**src/rtl/dslope_pkg.sv**
```systemverilog
package dslope_pkg;
   typedef enum logic [2:0] {
      ST_IDLE,
      ST_ZERO,
      ST_ARM,
      ST_UP,
      ST_DOWN
   } seq_st_t;
endpackage

```
**src/rtl/dslope_zero_timer.sv**
```systemverilog
module dslope_zero_timer #(
   parameter int ZERO_CYC = 16
) (
   input  logic clk,
   input  logic rst_n,
   input  logic run,
   output logic last
);
   localparam int TW = (ZERO_CYC > 1) ? $clog2(ZERO_CYC) : 1;

   generate
      if (ZERO_CYC == 1) begin : g_single
         assign last = run;
      end else begin : g_count
         logic [TW-1:0] tcnt;
         always_ff @(posedge clk or negedge rst_n) begin
            if (!rst_n)   tcnt <= '0;
            else if (!run) tcnt <= '0;
            else          tcnt <= tcnt + TW'(1);
         end
         assign last = run && (tcnt == TW'(ZERO_CYC - 1));
      end
   endgenerate
endmodule

```
**src/rtl/dslope_counter.sv**
```systemverilog
module dslope_counter #(
   parameter int CNT_W = 10
) (
   input  logic             clk,
   input  logic             rst_n,
   input  logic             clr,
   input  logic             inc,
   output logic [CNT_W-1:0] q,
   output logic             at_max
);
   always_ff @(posedge clk or negedge rst_n) begin
      if (!rst_n)   q <= '0;
      else if (clr) q <= '0;
      else if (inc) q <= q + CNT_W'(1);
   end
   assign at_max = &q;
endmodule

```
**src/rtl/dslope_ctrl.sv**
```systemverilog
module dslope_ctrl
   import dslope_pkg::*;
#(
   parameter int CNT_W = 10
) (
   input  logic             clk,
   input  logic             rst_n,
   input  logic             start,
   input  logic             cmp_away,
   input  logic             zero_last,
   input  logic             cnt_max,
   input  logic [CNT_W-1:0] cnt_q,
   output seq_st_t          st,
   output logic             cnt_clr,
   output logic             cnt_inc,
   output logic             done,
   output logic             overrange,
   output logic [CNT_W-1:0] result
);
   seq_st_t st_nx;
   logic    finish_ok, finish_ovr;

   assign finish_ok  = (st == ST_DOWN) && !cmp_away;
   assign finish_ovr = (st == ST_DOWN) && cmp_away && cnt_max;

   always_comb begin
      st_nx = st;
      case (st)
         ST_IDLE: if (start)     st_nx = ST_ZERO;
         ST_ZERO: if (zero_last) st_nx = ST_ARM;
         ST_ARM:  if (cmp_away)  st_nx = ST_UP;
         ST_UP:   if (cnt_max)   st_nx = ST_DOWN;
         ST_DOWN: if (finish_ok || finish_ovr) st_nx = ST_IDLE;
         default: st_nx = ST_IDLE;
      endcase
   end

   assign cnt_clr = (st != ST_UP) && (st != ST_DOWN);
   assign cnt_inc = (st == ST_UP) || ((st == ST_DOWN) && cmp_away && !cnt_max);

   always_ff @(posedge clk or negedge rst_n) begin
      if (!rst_n) begin
         st        <= ST_IDLE;
         done      <= 1'b0;
         overrange <= 1'b0;
         result    <= '0;
      end else begin
         st   <= st_nx;
         done <= finish_ok || finish_ovr;
         if (finish_ok) begin
            result    <= cnt_q;
            overrange <= 1'b0;
         end else if (finish_ovr) begin
            result    <= '1;
            overrange <= 1'b1;
         end
      end
   end
endmodule

```
**src/rtl/dslope_seq.sv**
```systemverilog
module dslope_seq
   import dslope_pkg::*;
#(
   parameter int CNT_W    = 10,
   parameter int ZERO_CYC = 16
) (
   input  logic             clk,
   input  logic             rst_n,
   input  logic             start,
   input  logic             cmp_away,
   output logic             az_on,
   output logic             ref_sel,
   output logic             busy,
   output logic             done,
   output logic             overrange,
   output logic [CNT_W-1:0] result
);
   generate
      if (CNT_W < 2 || CNT_W > 24) begin : g_bad_width
         $error("dslope_seq: CNT_W must lie in 2..24");
      end
      if (ZERO_CYC < 1) begin : g_bad_zero
         $error("dslope_seq: ZERO_CYC must be at least 1");
      end
   endgenerate

   seq_st_t          st;
   logic             zero_last, cnt_clr, cnt_inc, cnt_max;
   logic [CNT_W-1:0] cnt_q;

   dslope_zero_timer #(.ZERO_CYC(ZERO_CYC)) u_zero (
      .clk   (clk),
      .rst_n (rst_n),
      .run   (st == ST_ZERO),
      .last  (zero_last)
   );

   dslope_counter #(.CNT_W(CNT_W)) u_cnt (
      .clk    (clk),
      .rst_n  (rst_n),
      .clr    (cnt_clr),
      .inc    (cnt_inc),
      .q      (cnt_q),
      .at_max (cnt_max)
   );

   dslope_ctrl #(.CNT_W(CNT_W)) u_ctrl (
      .clk       (clk),
      .rst_n     (rst_n),
      .start     (start),
      .cmp_away  (cmp_away),
      .zero_last (zero_last),
      .cnt_max   (cnt_max),
      .cnt_q     (cnt_q),
      .st        (st),
      .cnt_clr   (cnt_clr),
      .cnt_inc   (cnt_inc),
      .done      (done),
      .overrange (overrange),
      .result    (result)
   );

   assign az_on   = (st == ST_ZERO);
   assign ref_sel = (st == ST_DOWN);
   assign busy    = (st != ST_IDLE);
endmodule

```
**config.mk**
```make
export PLATFORM = sky130hd
export DESIGN_NAME = dslope_seq
export DESIGN_NICKNAME = d
export VERILOG_FILES = /design/src/rtl/dslope_pkg.sv /design/src/rtl/dslope_zero_timer.sv /design/src/rtl/dslope_counter.sv /design/src/rtl/dslope_ctrl.sv /design/src/rtl/dslope_seq.sv
export SDC_FILE = /design/constraint.sdc
export NUM_CORES = 1
export LEC_CHECK = 0
export ABC_AREA = 1
export BUFFER_PORTS_ARGS = -buffer_cell sky130_fd_sc_hd__buf_2
export CAP_MARGIN = 20
export CORE_MARGIN = 4
export CORE_UTILIZATION = 40
export DETAILED_ROUTE_END_ITERATION = 16
export SYNTH_ARGS = -nofsm -noshare
export SYNTH_HDL_FRONTEND = slang
export SYNTH_SLANG_ARGS = --single-unit
```
**constraint.sdc**
```tcl
create_clock -name clk -period 4.56 [get_ports clk]
set_clock_uncertainty 0.2 [all_clocks]
set_input_delay 0 -clock clk [delete_from_list [all_inputs] [get_ports clk]]
set_output_delay 0 -clock clk [all_outputs]
set_load 0.01 [all_outputs]
```
==> flow_metrics.tcl <==
set metrics [dict create \
    grt_pass1_vias 1098 \
    p_int_uw 421 \
    netlist_area_um2 1400 \
    grt_pass1_wl_um 4600 \
    worstPathRequired_ns 4.63 \
    pin_count 19 \
    worst_pin_slew_ns 0.619 \
    powerDensity_nw_per_um2 425 \
    insertion_delay_ns 0.34 \
    cts.hold.buffers_added 3 \
    num_antenna_cells 0 \
    drc 0 \
    die_h_um 67.2 \
    r2r-end "u_cnt.q[4]" \
    cts_setup_buffers 0 \
    cts.sink_count 29 \
    dr.pass1.iters 4 \
    reg2reg_slack_ns 2.63 \
    htree_levels 2 \
    fin_util_pct 48.1 \
    rsz0062_at_grt "false" \
    crit_arrival_ns 2.00 \
    area_growth_pct 15.4 \
    crit_path_start "u_cnt.q[1]" \
    end_kind "register" \
    fin_nets 207 \
    vias 1139 \
    layout_commonest_cell "nand2_1" \
    worst_slack_ns 2.63 \
    synth_seq_cells 29 \
    maxCapViolations 0 \
    fin_crit_ns 1.93 \
    p_leak_uw 0.000906 \
    slew_viol_final 0 \
    pwr-share-clk_pct 21.8 \
    avgViaCountPerCell 4.59 \
    synth.distinct_cells 18 \
    drt_wl_total_um 2650 \
    critPathKind "reg -> reg" \
    hold_viol 0 \
    layout-drive-gt1-share_pct 15.8 \
    seq_area_frac_synth_pct 51.8 \
    syn-num-nets 181 \
    syn_area_per_cell_um2 8.01 \
    core-area_um2 3360 \
    p_switching_uw 266 \
    gp_congestion 0.821 \
    most-common-layout-cells "nand2_1 (61), dfrtp_1 (29), nor2_1 (21)" \
    cts_root_buffer "clkbuf_4" \
    antenna_found_initial 0 \
    critPathMaxStageDelay_ns 0.42 \
    fmax_mhz 518 \
    cts_buffers 5 \
    seq_power_share_pct 46.5 \
    outcome "complete, no violations" \
    swShare_pct 38.8 \
    cp_cell_sequence "ha_1 -> nand2_1 -> nor2_2 -> nand3_2 -> a21oi_4 -> nand2_1 -> o21ai_0" \
    clk_path_buf_depth 2 \
    rows 21 \
    io_buffer_count 18 \
    cts_resized 0 \
    drtAntennaViolNets 0 \
    gr-usage-all-layers_pct 14.1 \
    die_area_um2 4510 \
    overflow 0 \
    setup_viol 0 \
    hp-class "in -> async" \
    post-place-ws_ns 2.61 \
    rr_worst_depth 7 \
    fp.dieW_um 67.2 \
    drt_iter0_drc 33 \
    wire_per_inst_um 10.7 \
    synth_cells 175 \
    grt_max_degree 30 \
    synth_warnings 0 \
    dpl.hpwl_um 1910 \
    crit_fanout 19 \
    worstSetupStartpointType "register" \
    cp_slowest_cell "dfrtp_1" \
    combPwrFrac_pct 31.6 \
    fin_crit_sh_pct 42.4 \
    tritoncts "yes" \
    fin_setup_tns_ns 0 \
    clkTransAtPathRegs_ns 0.10 \
    max_slew_margin_pct 58.7 \
    r2r_start "u_cnt.q[1]" \
    start_util_pct 41.7 \
    cp_common_cell "nand2_1" \
    ir_drop_mv 0.196 \
]
worst max-delay path by stage:
stage                 end  slack, ns  cells after the start
2_1_floorplan  u_cnt.q[8]       2.88                      9
3_5_place_dp   u_cnt.q[4]       2.61                      7
4_1_cts        u_cnt.q[9]       2.59                      7
5_1_grt        u_cnt.q[4]       2.41                      7
3_3_place_gp   u_cnt.q[4]       2.67                      7
6_report       u_cnt.q[4]       2.63                      7
state kept, by name, summed over array words and instances (netlist names):
signal	flops
u_ctrl.overrange	1
u_zero.g_count.tcnt	4
u_ctrl.result	10
u_cnt.q	10
u_ctrl.st	3
u_ctrl.done	1
cell families after synthesis:
family                   count (synthesis)  share of synthesized area, %
AO/OA/AOI/OAI                           10                          4.38
AND/OR/NAND/NOR                        107                          32.1
flip-flops                              29                          51.8
XOR/XNOR                                 6                          3.75
adder cells (fa/ha/maj)                  2                          1.79
buffers and inverters                   21                          6.25
critical path, delay by kind of cell (launching register included):
family          cells  cell delay (ns)
compound gates      2             0.52
fa+ha+maj           1             0.22
flops               1             0.42
simple gates        4             0.51
cell usage after synthesis (all sizes together):
cell type | n | area (um2)
buf | 2 | 16.3
inv | 19 | 71.3
nor3 | 1 | 5.00
xor2 | 6 | 52.6
a21oi | 2 | 21.3
o21ai | 8 | 40.0
nand3 | 20 | 110
nand2 | 61 | 229
nor2 | 23 | 91.3
nand4 | 1 | 6.26
ha | 2 | 25.0
dfrtp | 29 | 726
nand3b | 1 | 7.51
area by class of cell:
type,instances,area [um2]
repair buffers,21,120
clock buffers,5,37.5
flip-flops and latches,29,726
clock inverters,3,17.5
fillers,359,1750
inverters,19,71.3
multi-input cells,125,588
well taps,46,57.6
power by group through the flow:
stage / Sequential, uW / Clock [uW] / Combinational (uW)
2_1_floorplan: 326 / 0 / 150
3_3_place_gp: 323 / 0 / 210
3_5_place_dp: 325 / 0 / 218
4_1_cts: 319 / 157 / 222
5_1_grt: 323 / 171 / 249
6_report: 320 / 150 / 218
metrics by stage:
stage | hold WS, ns | cell area, um2 | power (uW) | cells
after floorplan | -0.496 | 1400 | 476 | 175
after global placement | -0.143 | 1530 | 533 | 237
after detailed placement | -0.130 | 1530 | 543 | 237
after CTS | 0.0329 | 1620 | 698 | 248
after global routing | 0.0738 | 1620 | 744 | 248
final | 0.0120 | 1620 | 688 | 248
layer usage:
metal / track usage (%) / wire, um / vias up
li1: - / - / 602
met1: 18.1 / 1310 / 506
met2: 20.2 / 1130 / 24
met3: 4.16 / 138 / 7
met4: 10.1 / 64 / 0
met5: 0 / 0 / -
Power figures use the tool's default switching activity.
